`config.mk`:
```
export PLATFORM = sky130hd
export DESIGN_NAME = nor_cmd_seq
export DESIGN_NICKNAME = d
export VERILOG_FILES = /design/src/rtl/nor_seq_pkg.sv /design/src/rtl/nor_seq_timer.sv /design/src/rtl/nor_seq_cmd.sv /design/src/rtl/nor_cmd_seq.sv
export SDC_FILE = /design/constraint.sdc
export NUM_CORES = 1
export LEC_CHECK = 0
export BUFFER_PORTS_ARGS = -buffer_cell sky130_fd_sc_hd__buf_2
export CORE_ASPECT_RATIO = 1.5
export CORE_MARGIN = 8
export CORE_UTILIZATION = 48
export CTS_CLUSTER_SIZE = 10
export DETAILED_ROUTE_END_ITERATION = 12
export GPL_ROUTABILITY_DRIVEN = 1
export GPL_TIMING_DRIVEN = 0
export PLACE_DENSITY = 0.75
export SKIP_CTS_REPAIR_TIMING = 1
export SLEW_MARGIN = 20
export SYNTH_ARGS = -nofsm -noshare
export SYNTH_HDL_FRONTEND = slang
export SYNTH_HIERARCHICAL = 1
export SYNTH_SLANG_ARGS = --single-unit
```
`constraint.sdc`:
```
create_clock -name clk -period 2.5 [get_ports clk]
set_input_delay 0.5 -clock clk [delete_from_list [all_inputs] [get_ports clk]]
set_output_delay 0.5 -clock clk [all_outputs]
set_load 0.02 [all_outputs]
```
`src/rtl/nor_seq_pkg.sv`:
```
package nor_seq_pkg;

    typedef enum logic [1:0] {
        OP_PROG = 2'd0,
        OP_SECT = 2'd1,
        OP_CHIP = 2'd2,
        OP_NONE = 2'd3
    } op_e;

    typedef enum logic [2:0] {
        ST_IDLE,
        ST_SETUP,
        ST_PULSE,
        ST_RECOV,
        ST_DONE
    } state_e;

    localparam logic [11:0] ADR_UNLK1 = 12'h555;
    localparam logic [11:0] ADR_UNLK2 = 12'h2AA;

    function automatic int unsigned imax(input int unsigned a, input int unsigned b);
        return (a > b) ? a : b;
    endfunction

    // nanoseconds to whole clock cycles, rounded up
    function automatic int unsigned ns2cyc(input int unsigned ns, input int unsigned per);
        return (ns + per - 1) / per;
    endfunction

    // difference clamped at zero
    function automatic int unsigned sub0(input int unsigned a, input int unsigned b);
        return (a > b) ? a - b : 0;
    endfunction

    // number of bus write cycles for an operation
    function automatic logic [2:0] steps_of(input op_e op);
        return (op == OP_PROG) ? 3'd4 : 3'd6;
    endfunction

endpackage

```
`src/rtl/nor_seq_timer.sv`:
```
module nor_seq_timer #(
    parameter int unsigned CNT_W = 4
) (
    input  logic             clk,
    input  logic             rst_n,
    input  logic             load,
    input  logic [CNT_W-1:0] load_val,
    output logic             zero
);
    logic [CNT_W-1:0] cnt_q;

    always_ff @(posedge clk or negedge rst_n) begin
        if (!rst_n) begin
            cnt_q <= '0;
        end else if (load) begin
            cnt_q <= load_val;
        end else if (cnt_q != '0) begin
            cnt_q <= cnt_q - 1'b1;
        end
    end

    assign zero = (cnt_q == '0);

endmodule

```
`src/rtl/nor_seq_cmd.sv`:
```
module nor_seq_cmd
    import nor_seq_pkg::*;
#(
    parameter int unsigned ADDR_W = 21,
    parameter int unsigned DATA_W = 16
) (
    input  op_e               op,
    input  logic [2:0]        step,
    input  logic [ADDR_W-1:0] req_addr,
    input  logic [DATA_W-1:0] req_data,
    output logic [ADDR_W-1:0] bus_addr,
    output logic [DATA_W-1:0] bus_data
);
    localparam int unsigned PRE_N = 4;

    typedef struct packed {
        logic [11:0] adr;
        logic [7:0]  dat;
    } pair_t;

    // unlock prefix shared by all commands; program uses the first two entries
    pair_t prefix [PRE_N];
    assign prefix[0] = '{adr: ADR_UNLK1, dat: 8'hAA};
    assign prefix[1] = '{adr: ADR_UNLK2, dat: 8'h55};
    assign prefix[2] = '{adr: ADR_UNLK1, dat: 8'h80};
    assign prefix[3] = '{adr: ADR_UNLK1, dat: 8'hAA};

    logic [2:0] n_pre;
    assign n_pre = steps_of(op) - 3'd2;

    always_comb begin
        bus_addr = '0;
        bus_data = '0;
        if (step < n_pre) begin
            bus_addr = ADDR_W'(prefix[step[1:0]].adr);
            bus_data = DATA_W'(prefix[step[1:0]].dat);
        end else if (step == n_pre) begin
            if (op == OP_PROG) begin
                bus_addr = ADDR_W'(ADR_UNLK1);
                bus_data = DATA_W'(8'hA0);
            end else begin
                bus_addr = ADDR_W'(ADR_UNLK2);
                bus_data = DATA_W'(8'h55);
            end
        end else begin
            unique case (op)
                OP_PROG: begin
                    bus_addr = req_addr;
                    bus_data = req_data;
                end
                OP_SECT: begin
                    bus_addr = req_addr;
                    bus_data = DATA_W'(8'h30);
                end
                default: begin
                    bus_addr = ADDR_W'(ADR_UNLK1);
                    bus_data = DATA_W'(8'h10);
                end
            endcase
        end
    end

endmodule

```
`src/rtl/nor_cmd_seq.sv`:
```
module nor_cmd_seq
    import nor_seq_pkg::*;
#(
    parameter int unsigned ADDR_W  = 21,
    parameter int unsigned DATA_W  = 16,
    parameter int unsigned CLK_NS  = 8,
    parameter int unsigned TWC_NS  = 70,
    parameter int unsigned TWP_NS  = 35,
    parameter int unsigned TWPH_NS = 30,
    parameter int unsigned TAH_NS  = 45,
    parameter int unsigned TDS_NS  = 35
) (
    input  logic              clk,
    input  logic              rst_n,
    input  logic              req_valid,
    output logic              req_ready,
    input  logic [1:0]        req_op,
    input  logic [ADDR_W-1:0] req_addr,
    input  logic [DATA_W-1:0] req_data,
    output logic              done,
    output logic              flash_ce_n,
    output logic              flash_oe_n,
    output logic              flash_we_n,
    output logic [ADDR_W-1:0] flash_addr,
    output logic [DATA_W-1:0] flash_dq_out,
    output logic              flash_dq_oe
);
    localparam int unsigned WP_CYC = imax(imax(ns2cyc(TWP_NS, CLK_NS),
                                               sub0(ns2cyc(TDS_NS, CLK_NS), 1)), 1);
    localparam int unsigned HI_CYC = imax(imax(ns2cyc(TWPH_NS, CLK_NS),
                                               sub0(ns2cyc(TWC_NS, CLK_NS), 1 + WP_CYC)),
                                          imax(sub0(ns2cyc(TAH_NS, CLK_NS), WP_CYC), 1));
    localparam int unsigned CNT_W  = $clog2(imax(WP_CYC, HI_CYC) + 1);

    state_e            state_q, state_nx;
    logic [2:0]        idx_q, idx_nx;
    op_e               op_q, op_nx;
    logic [ADDR_W-1:0] addr_q, addr_nx;
    logic [DATA_W-1:0] data_q, data_nx;
    logic              tm_load, tm_zero;
    logic [CNT_W-1:0]  tm_val;
    logic              last_step;
    logic [ADDR_W-1:0] tbl_addr;
    logic [DATA_W-1:0] tbl_data;

    nor_seq_timer #(.CNT_W(CNT_W)) u_timer (
        .clk      (clk),
        .rst_n    (rst_n),
        .load     (tm_load),
        .load_val (tm_val),
        .zero     (tm_zero)
    );

    nor_seq_cmd #(.ADDR_W(ADDR_W), .DATA_W(DATA_W)) u_cmd (
        .op       (op_nx),
        .step     (idx_nx),
        .req_addr (addr_nx),
        .req_data (data_nx),
        .bus_addr (tbl_addr),
        .bus_data (tbl_data)
    );

    assign last_step = (idx_q == steps_of(op_q) - 3'd1);

    // next-state and capture logic
    always_comb begin
        state_nx = state_q;
        idx_nx   = idx_q;
        op_nx    = op_q;
        addr_nx  = addr_q;
        data_nx  = data_q;
        tm_load  = 1'b0;
        tm_val   = '0;
        unique case (state_q)
            ST_IDLE: begin
                if (req_valid && (req_op != OP_NONE)) begin
                    state_nx = ST_SETUP;
                    idx_nx   = '0;
                    op_nx    = op_e'(req_op);
                    addr_nx  = req_addr;
                    data_nx  = req_data;
                end
            end
            ST_SETUP: begin
                state_nx = ST_PULSE;
                tm_load  = 1'b1;
                tm_val   = CNT_W'(WP_CYC - 1);
            end
            ST_PULSE: begin
                if (tm_zero) begin
                    state_nx = ST_RECOV;
                    tm_load  = 1'b1;
                    tm_val   = CNT_W'(HI_CYC - 1);
                end
            end
            ST_RECOV: begin
                if (tm_zero) begin
                    if (last_step) begin
                        state_nx = ST_DONE;
                    end else begin
                        state_nx = ST_SETUP;
                        idx_nx   = idx_q + 3'd1;
                    end
                end
            end
            ST_DONE: state_nx = ST_IDLE;
            default: state_nx = ST_IDLE;
        endcase
    end

    // state register
    always_ff @(posedge clk or negedge rst_n) begin
        if (!rst_n) begin
            state_q <= ST_IDLE;
            idx_q   <= '0;
            op_q    <= OP_PROG;
            addr_q  <= '0;
            data_q  <= '0;
        end else begin
            state_q <= state_nx;
            idx_q   <= idx_nx;
            op_q    <= op_nx;
            addr_q  <= addr_nx;
            data_q  <= data_nx;
        end
    end

    // registered bus outputs, decoded from the next state
    always_ff @(posedge clk or negedge rst_n) begin
        if (!rst_n) begin
            flash_ce_n   <= 1'b1;
            flash_we_n   <= 1'b1;
            flash_dq_oe  <= 1'b0;
            flash_addr   <= '0;
            flash_dq_out <= '0;
            done         <= 1'b0;
        end else begin
            flash_ce_n   <= !(state_nx inside {ST_SETUP, ST_PULSE, ST_RECOV});
            flash_dq_oe  <=  (state_nx inside {ST_SETUP, ST_PULSE, ST_RECOV});
            flash_we_n   <=  (state_nx != ST_PULSE);
            flash_addr   <= tbl_addr;
            flash_dq_out <= tbl_data;
            done         <= (state_nx == ST_DONE);
        end
    end

    assign req_ready  = (state_q == ST_IDLE);
    assign flash_oe_n = 1'b1;

    // run-length counters for the write-enable checks
    logic [7:0] lowrun, highrun;
    always_ff @(posedge clk or negedge rst_n) begin
        if (!rst_n) begin
            lowrun  <= '0;
            highrun <= 8'hFF;
        end else begin
            lowrun  <= flash_we_n ? 8'd0 : lowrun + 8'd1;
            highrun <= !flash_we_n ? 8'd0 : ((highrun == 8'hFF) ? highrun : highrun + 8'd1);
        end
    end


    we_pulse_len_chk: assert property (@(posedge clk) disable iff (!rst_n)
        $rose(flash_we_n) |-> (lowrun == 8'(WP_CYC)));


    we_high_len_chk: assert property (@(posedge clk) disable iff (!rst_n)
        $fell(flash_we_n) |-> (highrun >= 8'(HI_CYC + 1)));


    addr_during_pulse_chk: assert property (@(posedge clk) disable iff (!rst_n)
        !flash_we_n |-> ($stable(flash_addr) && $stable(flash_dq_out)));


    hold_after_rise_chk: assert property (@(posedge clk) disable iff (!rst_n)
        $rose(flash_we_n) |=> ($stable(flash_addr) && $stable(flash_dq_out)));


    we_inside_ce_chk: assert property (@(posedge clk) disable iff (!rst_n)
        flash_ce_n |-> (flash_we_n && !flash_dq_oe));


    busy_not_ready_chk: assert property (@(posedge clk) disable iff (!rst_n)
        !flash_ce_n |-> !req_ready);


    done_single_chk: assert property (@(posedge clk) disable iff (!rst_n)
        done |-> (flash_ce_n && !req_ready) ##1 (!done && req_ready));

endmodule

```
==> impl_metrics.json, run 1 <==
{
  "status": "finished, violations left",
  "violations": "setup timing",
  "routedWlPerCell_um": 16.05,
  "synth_ff_type": "dfrtp_1",
  "grt_util_all_layers_pct": 16.77,
  "cts_tree": "yes",
  "synth_seq_cells": 89,
  "drt_wl_total_um": 9226,
  "final.fill_count": 615,
  "yosysWarnings": 6,
  "grt_first_pass_wirelength_um": 13770,
  "p_sw_uw": 2658,
  "cellPowerDensity_mw_per_mm2": 1381,
  "cts_buffers": 9,
  "hold_class": "primary input to asynchronous set/reset pin",
  "setup_viol": 15,
  "pwr-share-clk_pct": 20.2,
  "stdcell_area_mm2": 0.004992,
  "dp_hpwl_um": 5980,
  "grt_use_met2_pct": 28.88,
  "start_kind": "flop",
  "drv_cap": 0,
  "clk_latency_ps": 340,
  "final_cell_count_no_fill": 575,
  "cts_sinks": 89,
  "dp.cells": 537,
  "gp_congestion": 0.8651,
  "grt_pass1_vias": 2934,
  "ioPinCount": 85,
  "synth_cells": 351,
  "postRouteAntennaNets": 0,
  "synth_nets": 398,
  "grt_busiest_layer": "met2",
  "worst_pin_slew_ps": 504.4,
  "cp_max_fo": 8,
  "core_area_mm2": 0.007515,
  "max_slew_margin_pct": 66.37,
  "drive_above_1_share_pct": 40.17,
  "layout_commonest_cell": "nand2_1",
  "combPwrFrac_pct": 46.6,
  "cts_max_path_buffers": 2,
  "placement.io_buffers": 83,
  "met3_usage_pct": 5.027,
  "synth_cell_types": 51,
  "maxSlewViolCount": 0,
  "first_pass_iters": 4,
  "postLayoutCoreUtil_pct": 66.43,
  "synthArstFlopShare_pct": 100.0,
  "rsz0062_at_grt": "yes",
  "required_ps": 2720,
  "die_area_mm2": 0.01072,
  "netSwitchingFraction_pct": 38.56,
  "fin_nets": 515,
  "setup_slack_ps": -72.74,
  "antenna_cells": 0,
  "rows": 39,
  "fin_skew_ps": 5.349,
  "p_int_uw": 4235,
  "finalCriticalPeriod_ps": 2573,
  "grt_max_degree": 57,
  "start_util_pct": 48.65,
  "drc_errors": 0,
  "seqPwrFrac_pct": 33.2,
  "use_met1_pct": 18.36,
  "mostFrequentLayoutCells": "nand2_1 (119), buf_2 (90), dfrtp_1 (84)",
  "crit_arrival_ps": 2800,
  "drt_iter0_drc": 90,
  "cts_root_buf": "clkbuf_16",
  "cp-end-kind": "flop",
  "final-hold-violation-count": 0,
  "die_y_um": 122.9,
  "synth_area_mm2": 0.003656,
  "h-tree-depth": 3,
  "p_leak_uw": 0.002552,
  "viasPerCell": 5.061,
  "crit_type": "flop to flop",
  "clkTransAtPathRegs_ps": 60,
  "postPlaceCellArea_mm2": 0.004313,
  "antenna_found_initial": 0,
  "die_width_um": 87.26,
  "vdd_drop_max_uv": 751.6,
  "overflow": 0,
  "synth_seq_area_share_pct": 60.99,
  "fmax_mhz": 388.7,
  "timing.final.crit_share_pct": 102.9,
  "vias": 2910,
  "syn_area_per_cell_um2": 10.42,
  "synth-edff-count": 0,
  "area_growth_pct": 36.55
}
[flip-flops by register name, indices dropped and copies added (netlist names)]
| signal | cells |
|---|---|
| state_q | 3 |
| flash_we_n | 1 |
| data_q | 16 |
| flash_ce_n | 1 |
| u_timer/cnt_q | 3 |
| flash_dq_out | 16 |
| op_q | 2 |
| addr_q | 21 |
| flash_addr | 21 |
| idx_q | 3 |
| flash_dq_oe | 1 |
| done | 1 |
[critical path, stage by stage, from the launching register on]
cell	delay (ps)
dfrtp_1	390
inv_2	90
ha_4	160
nand2b_4	70
inv_4	60
and3_4	190
nand2b_4	90
a211oi_4	230
mux2i_4	420
buf_6	190
mux2i_4	260
o21ai_4	130
a21o_1	190
[logic make-up after synthesis]
| kind of cell | share of synthesized area (%) |
|---|---|
| compound gates | 10.10 |
| fa+ha+maj | 1.711 |
| buf+inv | 4.038 |
| flops | 60.99 |
| mux | 0.8214 |
| other cells | 0.1026 |
| simple gates | 22.25 |
[area by class of cell]
cell class	count	area, um^2	share of cell area, %
multi-input combinational	237	1540	30.85
clock inverter	5	62.56	1.253
inverter	9	38.79	0.7769
clock buffer	11	252.7	5.063
timing repair buffer	108	620.6	12.43
sequential	89	2233	44.74
tap	102	127.6	2.556
buffer	14	116.4	2.331
[path summary, 6_finish.rpt]
| kind | start | endpoint | slack (ps) | cells past startpoint |
|---|---|---|---|---|
| worst min register to register | addr_q[11] | addr_q[11] | 460 | 2 |
| worst min-delay path | rst_n | idx_q[1] | 110 | 1 |
| worst max-delay path | u_timer/cnt_q[0] | flash_addr[1] | -70 | 12 |
| max in group asynchronous | rst_n | flash_ce_n | 1740 | 2 |
| worst max register to register | u_timer/cnt_q[0] | flash_addr[1] | -70 | 12 |
| min in group clk | req_addr[17] | addr_q[17] | 370 | 3 |
[metrics by stage]
stage	hold WS [ps]	setup slack (ps)	total power (uW)	setup TNS (ps)
floorplan	204.4	32.56	4083	0
global placement	445.2	-281.5	4699	-7230
detailed placement	451.5	-324.8	4832	-8960
CTS	122.0	-347.3	6257	-9442
global route	147.3	-213.2	7330	-3974
finish	113.0	-72.74	6894	-865.7
[per-layer routing]
layer | part of all wire (%) | routed length (um) | up-vias
met5 | 0 | 0 | -
met4 | 2.3 | 215 | 0
met3 | 6.0 | 555 | 20
met2 | 55 | 5054 | 83
met1 | 37 | 3400 | 1426
li1 | - | - | 1381
[Yosys cell counts (5+ instances only)]
library cell | n | area [um^2]
ha_1 | 5 | 62.56
a21o_1 | 9 | 67.56
nor2_1 | 12 | 45.04
inv_1 | 9 | 33.78
and2_1 | 18 | 112.6
buf_2 | 10 | 50.05
nand2_1 | 121 | 454.2
dfrtp_1 | 87 | 2177
o21a_1 | 5 | 37.54
nor2b_1 | 7 | 43.79
[power by group through the flow]
| stage | clock network, uW | logic (uW) | registers, uW |
|---|---|---|---|
| floorplan | 0 | 1550 | 2530 |
| global placement | 0 | 2430 | 2260 |
| detailed placement | 0 | 2540 | 2290 |
| CTS | 1420 | 2560 | 2270 |
| global route | 1480 | 3510 | 2340 |
| finish | 1390 | 3210 | 2290 |
(Power assumes the default switching activity.)
==> inputs of run 2 (changes only) <==
CORE_UTILIZATION = 50   (was 48)
CTS_BUF_LIST = sky130_fd_sc_hd__clkbuf_8   (was unset)
PLACE_DENSITY = 0.78   (was 0.75)
==> impl_metrics.json, run 2 (synthesis results as in run 1) <==
{
  "final-hold-violation-count": 0,
  "die_area_mm2": 0.01036,
  "drc_errors": 0,
  "rows": 38,
  "vias": 2918,
  "h-tree-depth": 3,
  "cp_max_fo": 5,
  "finalCriticalPeriod_ps": 2639,
  "required_ps": 2740,
  "cts_buffers": 9,
  "crit_arrival_ps": 2880,
  "maxSlewViolCount": 0,
  "violations": "setup timing",
  "viasPerCell": 5.014,
  "ioPinCount": 85,
  "antenna_cells": 0,
  "postLayoutCoreUtil_pct": 69.48,
  "start_util_pct": 50.92,
  "multi_input_area_mm2": 0.001563,
  "drive_above_1_share_pct": 41.29,
  "path_cells": "inv_2 > ha_4 > nand2b_4 > inv_2 > and3_4 > nand2b_4 > a21oi_4 > mux2i_4 > buf_6 > inv_6 > ha_4 > o21ai_2 > nor2_4 > a311o_2",
  "grt_pass1_vias": 2844,
  "cts_tree": "yes",
  "cts_sinks": 89,
  "mostFrequentLayoutCells": "nand2_1 (118), buf_2 (89), dfrtp_1 (83)",
  "postPlaceCellArea_mm2": 0.004303,
  "worst_pin_slew_ps": 620.0,
  "setup_viol": 35,
  "largest_registers": "addr_q x21, flash_addr x21",
  "postRouteAntennaNets": 0,
  "grt_max_degree": 50,
  "placement.io_buffers": 83,
  "critPathTopFamily": "compound AO/OA/AOI/OAI gates",
  "stdcell_area_mm2": 0.004989,
  "area_growth_pct": 36.45,
  "p_leak_uw": 0.002549,
  "gp_congestion": 0.8964,
  "regArea_mm2": 0.002235,
  "clk_latency_ps": 360,
  "crit_type": "flop to flop",
  "cp_slowest_cell": "dfrtp_1",
  "layout_commonest_cell": "nand2_1",
  "drt_iter0_drc": 115,
  "fin_nets": 524,
  "fin_skew_ps": 7.481,
  "cts_root_buf": "clkbuf_8",
  "antenna_found_initial": 0,
  "cp-end-kind": "flop",
  "status": "finished, violations left",
  "hold_class": "primary input to asynchronous set/reset pin",
  "timing.final.crit_share_pct": 105.6,
  "die_y_um": 120.7,
  "first_pass_iters": 4,
  "drv_cap": 0,
  "clkTransAtPathRegs_ps": 90,
  "routedWlPerCell_um": 15.71,
  "max_stage_delay_ps": 390,
  "max_slew_margin_pct": 58.67,
  "pre_cts_ws_ps": -332.7,
  "setup_slack_ps": -139.0,
  "grt_first_pass_wirelength_um": 13500,
  "final.fill_count": 526,
  "core_area_mm2": 0.007179,
  "cts_max_path_buffers": 2,
  "overflow": 0,
  "dp_hpwl_um": 5963,
  "grt_util_all_layers_pct": 16.61,
  "p_total_uw": 6544,
  "fmax_mhz": 378.9,
  "rsz0062_at_grt": "yes",
  "cellPowerDensity_mw_per_mm2": 1312,
  "die_width_um": 85.82,
  "start_kind": "flop",
  "crit_buf_inv": 4,
  "vdd_drop_max_uv": 821.6,
  "drt_wl_total_um": 9141
}
## run 2: cell types whose count changed in the layout (fill, tap and decap cells not counted), moves of 2 or more
cell	delta
buf_4	+4
clkbuf_8	+8
buf_6	+4
clkinv_4	+2
buf_12	+2
inv_4	-2
nor2_2	-2
clkbuf_16	-9
nor2_4	+2
## run 2: area by class of cell
cell class                 instances  share of cell area [%]
sequential                        89                   44.80
tap                              100                   2.508
clock buffer                      10                   2.759
multi-input combinational        237                   31.33
clock inverter                     6                   1.104
timing repair buffer             116                   14.02
buffer                            15                   2.709
inverter                           9                  0.7775
## run 2: final timing paths
path	start	end	slack (ps)	depth (start not counted)
worst max-delay path	u_timer/cnt_q[0]	flash_dq_out[5]	-140	14
worst min-delay path	rst_n	flash_addr[5]	150	1
worst max register to register	u_timer/cnt_q[0]	flash_dq_out[5]	-140	14
worst min register to register	addr_q[19]	addr_q[19]	470	2
max in group asynchronous	rst_n	flash_ce_n	1660	2
min in group clk	req_addr[15]	addr_q[15]	340	3
## run 2: power by group
group | switching (uW) | total [uW] | leakage (uW) | internal (uW)
Sequential | 230 | 2270 | 0.00111 | 2040
Clock | 526 | 926 | 0.0000952 | 399
Combinational | 1900 | 3350 | 0.00134 | 1440
Total | 2660 | 6540 | 0.00255 | 3880
## run 2: metal layers
metal	vias up	share of wire, %	track usage, %
met1	1429	38	18.77
li1	1397	-	-
met5	-	0	0
met3	11	7.1	6.250
met2	81	53	27.86
met4	0	1.6	6.057
## run 2: metrics by stage
step / hold slack (ps) / setup TNS, ps / cells
after floorplan: 204.4 / 0 / 351
after global placement: 444.8 / -7486 / 534
after detailed placement: 451.3 / -9779 / 535
after CTS: 151.2 / -11020 / 551
after global routing: 195.5 / -5642 / 582
final: 151.5 / -2046 / 582
